$ cat config.mk
export PLATFORM = sky130hd
export DESIGN_NAME = twolvl_dequant
export DESIGN_NICKNAME = d
export VERILOG_FILES = /design/src/rtl/lutdq_pkg.sv /design/src/rtl/lutdq_repack_rom.sv /design/src/rtl/lutdq_rebuild.sv /design/src/rtl/lutdq_conv_lane.sv /design/src/rtl/lutdq_flow.sv /design/src/rtl/twolvl_dequant.sv
export SDC_FILE = /design/constraint.sdc
export NUM_CORES = 1
export LEC_CHECK = 0
export BUFFER_PORTS_ARGS = -buffer_cell sky130_fd_sc_hd__buf_2
export CORE_ASPECT_RATIO = 0.9
export CORE_UTILIZATION = 45
export DETAILED_ROUTE_END_ITERATION = 8
export PLACE_DENSITY = 0.64
export RECOVER_POWER = 50
export SYNTH_ARGS = -nofsm -noshare
export SYNTH_HDL_FRONTEND = slang
export SYNTH_SLANG_ARGS = --single-unit
$ cat constraint.sdc
create_clock -name clk -period 4.7 [get_ports clk]
set_input_delay 0.94 -clock clk [delete_from_list [all_inputs] [get_ports clk]]
set_output_delay 0.94 -clock clk [all_outputs]
set_load 0.01 [all_outputs]
$ cat src/rtl/lutdq_pkg.sv
package lutdq_pkg;

  // Contents of the first-level table: entry idx gives element j a one-bit
  // field equal to bit j of the slice.
  function automatic logic [31:0] repack_entry(input int idx);
    logic [31:0] r;
    r = '0;
    for (int j = 0; j < 32; j++) begin
      r[j] = ((idx >> j) & 1) != 0;
    end
    return r;
  endfunction

endpackage

$ cat src/rtl/lutdq_repack_rom.sv
module lutdq_repack_rom #(
  parameter int GROUP = 4
) (
  input  logic [GROUP-1:0] slice,
  output logic [GROUP-1:0] fields
);
  localparam int DEPTH = 1 << GROUP;

  logic [GROUP-1:0] rom [DEPTH];

  for (genvar e = 0; e < DEPTH; e++) begin : g_entry
    logic [31:0] ent;
    assign ent    = lutdq_pkg::repack_entry(e);
    assign rom[e] = ent[GROUP-1:0];
  end

  assign fields = rom[slice];
endmodule

$ cat src/rtl/lutdq_rebuild.sv
module lutdq_rebuild #(
  parameter int NPLANES = 4,
  parameter int GROUP   = 4
) (
  input  logic                       clk,
  input  logic                       rst,
  input  logic                       adv,
  input  logic                       in_fire,
  input  logic [NPLANES*GROUP-1:0]   in_planes,
  output logic                       s1_valid,
  output logic [NPLANES*GROUP-1:0]   s1_codes
);
  logic [GROUP-1:0]   fld   [NPLANES];
  logic [NPLANES-1:0] codes [GROUP];

  for (genvar b = 0; b < NPLANES; b++) begin : g_plane
    lutdq_repack_rom #(.GROUP(GROUP)) u_rom (
      .slice  (in_planes[b*GROUP +: GROUP]),
      .fields (fld[b])
    );
  end

  // Shift each plane's field by its plane index and add.
  always_comb begin
    for (int j = 0; j < GROUP; j++) begin
      codes[j] = '0;
      for (int b = 0; b < NPLANES; b++) begin
        codes[j] = codes[j] + (NPLANES'(fld[b][j]) << b);
      end
    end
  end

  always_ff @(posedge clk) begin
    if (rst) begin
      s1_valid <= 1'b0;
    end else if (adv) begin
      s1_valid <= in_fire;
    end
  end

  always_ff @(posedge clk) begin
    if (adv && in_fire) begin
      for (int j = 0; j < GROUP; j++) begin
        s1_codes[j*NPLANES +: NPLANES] <= codes[j];
      end
    end
  end
endmodule

$ cat src/rtl/lutdq_conv_lane.sv
module lutdq_conv_lane #(
  parameter int QW = 4,
  parameter int DW = 16
) (
  input  logic          clk,
  input  logic          wr_en,
  input  logic [QW-1:0] wr_addr,
  input  logic [DW-1:0] wr_data,
  input  logic          rd_en,
  input  logic [QW-1:0] rd_addr,
  output logic [DW-1:0] rd_data
);
  localparam int DEPTH = 1 << QW;

  logic [DW-1:0] mem [DEPTH];

  always_ff @(posedge clk) begin
    if (wr_en) mem[wr_addr] <= wr_data;
  end

  always_ff @(posedge clk) begin
    if (rd_en) rd_data <= mem[rd_addr];
  end
endmodule

$ cat src/rtl/lutdq_flow.sv
module lutdq_flow (
  input  logic clk,
  input  logic rst,
  input  logic in_valid,
  input  logic out_ready,
  input  logic tbl_we,
  input  logic s1_valid,
  output logic in_ready,
  output logic adv,
  output logic in_fire,
  output logic tbl_ready,
  output logic wr_en,
  output logic out_valid
);
  logic stall;

  assign stall     = out_valid & ~out_ready;
  assign adv       = ~stall;
  assign in_ready  = adv & ~tbl_we;
  assign in_fire   = in_valid & in_ready;
  assign tbl_ready = ~(s1_valid | out_valid);
  assign wr_en     = tbl_we & tbl_ready;

  always_ff @(posedge clk) begin
    if (rst)      out_valid <= 1'b0;
    else if (adv) out_valid <= s1_valid;
  end
endmodule

$ cat src/rtl/twolvl_dequant.sv
module twolvl_dequant #(
  parameter int NPLANES = 4,
  parameter int GROUP   = 4,
  parameter int DW      = 16
) (
  input  logic                     clk,
  input  logic                     rst,
  input  logic                     tbl_we,
  input  logic [NPLANES-1:0]       tbl_addr,
  input  logic [DW-1:0]            tbl_data,
  output logic                     tbl_ready,
  input  logic                     in_valid,
  output logic                     in_ready,
  input  logic [NPLANES*GROUP-1:0] in_planes,
  output logic                     out_valid,
  input  logic                     out_ready,
  output logic [GROUP*DW-1:0]      out_data
);
  logic                     adv, in_fire, wr_en, s1_valid;
  logic [NPLANES*GROUP-1:0] s1_codes;

  lutdq_flow u_flow (
    .clk       (clk),
    .rst       (rst),
    .in_valid  (in_valid),
    .out_ready (out_ready),
    .tbl_we    (tbl_we),
    .s1_valid  (s1_valid),
    .in_ready  (in_ready),
    .adv       (adv),
    .in_fire   (in_fire),
    .tbl_ready (tbl_ready),
    .wr_en     (wr_en),
    .out_valid (out_valid)
  );

  lutdq_rebuild #(.NPLANES(NPLANES), .GROUP(GROUP)) u_rebuild (
    .clk       (clk),
    .rst       (rst),
    .adv       (adv),
    .in_fire   (in_fire),
    .in_planes (in_planes),
    .s1_valid  (s1_valid),
    .s1_codes  (s1_codes)
  );

  // One copy of the conversion table per lane, so all lanes read at once.
  for (genvar j = 0; j < GROUP; j++) begin : g_lane
    lutdq_conv_lane #(.QW(NPLANES), .DW(DW)) u_lane (
      .clk     (clk),
      .wr_en   (wr_en),
      .wr_addr (tbl_addr),
      .wr_data (tbl_data),
      .rd_en   (adv & s1_valid),
      .rd_addr (s1_codes[j*NPLANES +: NPLANES]),
      .rd_data (out_data[j*DW +: DW])
    );
  end
endmodule

-- After elaboration in Yosys (flattened, before gate mapping)
Memory sizes are Yosys's and may differ from the RTL's. A register that Yosys moved wholly into a read port is not among the register bits.
Cells that the tools add are included.
- $add $sub $neg: 12
- bitwise logic cells: 14
- multiplexer cells: 10
- reductions and logical operators: 1
- $lt $le $gt $ge: 4
- operators with widths (kind ; number):
    2-to-1 mux 4 bit ; 8
    >= comparator 5 bit, second input constant ; 4
    inverter 4 -> 5 bit ; 4
    adder 4 bit ; 4
    adder 1 x 2 -> 3 bit ; 4
    adder 4 x 3 -> 4 bit ; 3
    AND 1 bit ; 5
    adder 3 x 3 -> 4 bit ; 1
    inverter 1 bit ; 4
    2-to-1 mux 1 bit ; 2
    logical AND 1 bit ; 1
    OR 1 bit ; 1
- RAM bits: 1024
- bits in read-only memories: 256
- memories kept: 8
- register bits after elaboration: 18
- word-level logic and storage cells: 52
- input port bits: 41
- output and inout port bits: 67
- memory list (name ; depth ; width ; rd ports ; clocked after memory_dff ; write ports ; line ; text):
    g_lane[0].u_lane.mem ; 16 ; 16 ; 1 ; 1 ; 1 ; lutdq_conv_lane.sv:15 ; logic [DW-1:0] mem [DEPTH];
    g_lane[1].u_lane.mem ; 16 ; 16 ; 1 ; 1 ; 1 ; lutdq_conv_lane.sv:15 ;
    g_lane[2].u_lane.mem ; 16 ; 16 ; 1 ; 1 ; 1 ; lutdq_conv_lane.sv:15 ;
    g_lane[3].u_lane.mem ; 16 ; 16 ; 1 ; 1 ; 1 ; lutdq_conv_lane.sv:15 ;
    (name not given) ; 16 ; 4 ; 1 ; 0 ; 0 ; lutdq_repack_rom.sv:17 ; assign fields = rom[slice];
    (name not given) ; 16 ; 4 ; 1 ; 0 ; 0 ; lutdq_repack_rom.sv:17 ;
    2 more memories ; n/a ; n/a ; n/a ; n/a ; n/a ; n/a ;

-- Logic depth before layout (Yosys ltp)
- depth in word-level cells: 7
- mapped depth: 5
- gate-level depth less buffers: 3

-- Modules after synthesis
Synthesis repeated with hierarchy kept, for this count alone.
- cell total of the unflattened synthesis: 1774
- area total of the unflattened synthesis: 41533.6 sq um
- by module, submodules not included (module ; cells an instance ; seq. area each (sq um) ; instances ; area each (sq um)):
    lutdq_conv_lane ; 432 ; 8167.8 ; 4 ; 10203.5
    lutdq_rebuild ; 20 ; 500.5 ; 1 ; 521.8
    lutdq_repack_rom ; 4 ; 0.0 ; 4 ; 30.0
    lutdq_flow ; 9 ; 20.0 ; 1 ; 71.3
    twolvl_dequant ; 1 ; 0.0 ; 1 ; 6.3

-- Worst setup path after synthesis
No wires, ideal clock.
- path type: input-to-reg
- from: input port out_ready
- to: register g_lane[0].u_lane.rd_data[0] (read register of g_lane[0].u_lane.mem) (enable)
- buffers on the path: 0
- required time: 4.206 ns
- stages: 2
- library setup time: 0.494 ns
- setup slack: 0.328 ns
- data arrival time: 3.878 ns
- cells stage by stage: nor2b_1 > nor2b_1
- cells in the longest elaborated chain, start to end: 4
- ends and longest elaborated chain (item ; line ; text):
    start, declared ; twolvl_dequant.sv:16 ; input logic out_ready,
    inverter 1 bit ; lutdq_flow.sv:17 ; assign stall = out_valid & ~out_ready;
    AND 1 bit ; lutdq_flow.sv:17 ;
    inverter 1 bit ; lutdq_flow.sv:18 ; assign adv = ~stall;
    AND 1 bit ; twolvl_dequant.sv:54 ; .rd_en (adv & s1_valid),
    named net g_lane[0].u_lane.rd_en ; lutdq_conv_lane.sv:9 ; input logic rd_en,
    end, declared ; lutdq_conv_lane.sv:11 ; output logic [DW-1:0] rd_data
The timed path passes the listed nets, and every way through them passes these cells.
A chain may end at the register's enable or synchronous reset.

-- Worst setup path after layout
- from: input port tbl_we
- to: memory g_lane[1].u_lane.mem[1][6] (enable)
- cells in the longest elaborated chain, start to end: 3
- ends and longest elaborated chain (item ; line ; text):
    start, declared ; twolvl_dequant.sv:8 ; input logic tbl_we,
    AND 1 bit ; lutdq_flow.sv:22 ; assign wr_en = tbl_we & tbl_ready;
    2-to-1 mux 1 bit ; lutdq_conv_lane.sv:18 ; if (wr_en) mem[wr_addr] <= wr_data;
    2-to-1 mux 1 bit (not written as such) ; lutdq_conv_lane.sv:18 ;
    end, declared ; lutdq_conv_lane.sv:15 ;
No other way between the ends.

==> results.toml <==
[worst_setup_path]
critPathTopFamily = "simple AND/OR/NAND/NOR gates"
worstSetupStartpointType = "primary input"
cpMaxStageDelayCell = "nor3_2"
crit_chain = "clkbuf_1, nor4b_1, nand2_1, nor3_2, buf_4"
critPathMaxFanout = 9
r2r_setup_slack_ps = 2000
slowest_delay_ps = 800
arrival_ps = 3100
required_ps = 4940
crit_buf_inv = 2
critPathKind = "primary input to flip-flop"
cp-end-kind = "flip-flop"

[finish]
nets = 1059
drive_gt1_share_pct = 39.1
nFillCells = 3221
insertedDiodeCount = 0
synthToLayoutAreaGrowth_pct = 12.3
final_area_mm2 = 0.0203

[cts]
numCtsBuffers = 37
ctsHoldBuffers = 0
clk_latency_ps = 540
cts_sinks = 338
clk_path_buf_depth = 3
htree_levels = 2
clkTransAtPathRegs_ps = 60
cts_setup_buffers = 0
cts_tree = "built"
ctsRootBufferMaster = "clkbuf_16"
post_cts_resized = 0

[sta]
finalClockSkew_ps = 24.4
min_period_ps = 2870
max_slew_margin_pct = -13.1
tns_ps = 0
setup_violations = 0
whs_ps = 534
rsz0062_at_grt = "no"
finalHoldViolations = 0
slew_violations = 61
fmax_ghz = 0.349
tightest_slew_ps = 1700
post-route-period-util_pct = 61.0

[floorplan]
die_x_um = 214
dieHeight_um = 192
coreArea_mm2 = 0.0395
io_pins = 108
initial_core_util_pct = 45.8
die-area_mm2 = 0.0411
rows = 69

[power]
power_frac_comb_pct = 8.2
clockPowerShare_pct = 43.3
power.internal_uw = 5470
p_leak_uw = 0.00666
p_sw_share_pct = 22.4
powerDensity_mw_per_mm2 = 347
p_seq_share_pct = 48.5
p_sw_uw = 1580
ir_drop_uv = 215

[global_route]
antenna_found_initial = 0
grt_pass1_vias = 11137
grt_first_pass_wirelength_um = 74300
grt.total_usage_pct = 25.5
grt_overflow = 0
grt_max_degree = 65

[logic_synthesis]
yosys_warnings = 0
synth-edff-count = 336
async_flop_share_pct = 0
synthTopCellsByArea = "edfxtp_1 56%, mux4_2 26%, mux4_1 6.5%"
netlist_top_cells_count = "336 x edfxtp_1, 208 x mux4_2, 128 x a22oi_1"
synth_cell_type_count = 25
synth.most_common_cell = "edfxtp_1"
syn_area_per_cell_um2 = 19.7
ys_seq_elements = 338
seq_area_frac_synth_pct = 55.9
synth_cells = 920
ys.flop_type = "edfxtp_1"
synth_area_mm2 = 0.0181
yosys.area.top_type = "edfxtp_1"
synth_fp_nets = 961
synth.top_cell.area_share_pct = 55.7

[route]
vias = 10819
wl_per_cell_um = 31.9
first_pass_iters = 5
drtIter0Drc = 1149
vias_per_cell = 6.85
drc = 0
ant_nets = 0
wirelength_um = 50400

[run_status]
failed_checks = "capacitance limit, slew limit"
outcome = "complete, but fails checks"

[place]
dpl_cell_area_mm2 = 0.0191
io_buffers = 107
hpwl_um = 29500
place_congestion = 0.806

[run]
maxCapViolations = 1

[hold_path]
worstHoldPathType = "flip-flop to flip-flop"
flip-flops by register name, indices dropped and copies added, names as in the netlist:
name / flops
u_flow.out_valid: 1
u_rebuild.s1_valid: 1
g_lane.u_lane.mem: 256
u_rebuild.s1_codes: 16
g_lane.u_lane.rd_data: 64
path summary, 6_finish.rpt:
| path | start | endpoint | cells past startpoint |
|---|---|---|---|
| setup / recovery | tbl_we | g_lane[1].u_lane.mem[1][6] | 5 |
| setup reg to reg | u_rebuild.s1_valid | g_lane[1].u_lane.mem[1][6] | 4 |
| hold reg to reg | u_rebuild.s1_valid | u_flow.out_valid | 2 |
| hold / removal | u_rebuild.s1_valid | u_flow.out_valid | 2 |
cell type report:
cell class                 count  area, µm²  area share, %
tap                          532        666           3.27
timing repair buffer         143        805           3.95
clock buffer                  41        983           4.83
multi-input combinational    498       7460           36.7
sequential                   338      10100           49.8
clock inverter                27        299           1.47
worst register-to-register path, cell delays in order (launching register included):
cell and delay, ps:
dfxtp_1 340, nor4b_1 600, nand2_1 300, nor3_2 800, buf_4 350
power groups by stage:
stage,Sequential [µW],Clock [µW],Combinational [µW]
2_1_floorplan,3480,0,378
3_3_place_gp,3480,0,578
3_5_place_dp,3480,0,579
4_1_cts,3410,3100,582
5_1_grt,3420,3210,611
6_report,3420,3060,578
stage by stage:
step | instances | setup WS, ps | utilization, % | power [µW]
finish | 1579 | 1830 | 51.5 | 7050
detailed placement | 1511 | 1370 | 48.4 | 4060
global route | 1579 | 1680 | 51.5 | 7240
floorplan | 920 | 328 | - | 3850
global placement | 1511 | 1500 | 48.4 | 4050
CTS | 1579 | 1930 | 51.7 | 7090
cells by family after synthesis:
kind of cell / share of synthesized area [%]
DFF: 55.9
and+or+nand+nor: 2.70
buffers and inverters: 3.23
muxes: 32.9
AOI/OAI and AO/OA: 5.30
layout by cell type (no fill, tap or decap), types with 13 or more instances in the layout:
master / count
clkbuf_16: 39
nand2_1: 66
a22oi_1: 128
clkbuf_1: 29
mux4_1: 45
buf_2: 86
mux4_2: 208
nor2_2: 13
edfxtp_1: 336
buf_4: 25
metal layers:
layer / vias to the layer above / part of all wire (%) / global-route usage, %
li1: 4337 / - / -
met1: 5658 / 37 / 33.6
met2: 690 / 49 / 41.5
met3: 134 / 9.4 / 5.08
met4: 0 / 4.4 / 10.9
met5: - / 0 / 0
Note: power is estimated with default switching activity, not from simulation.
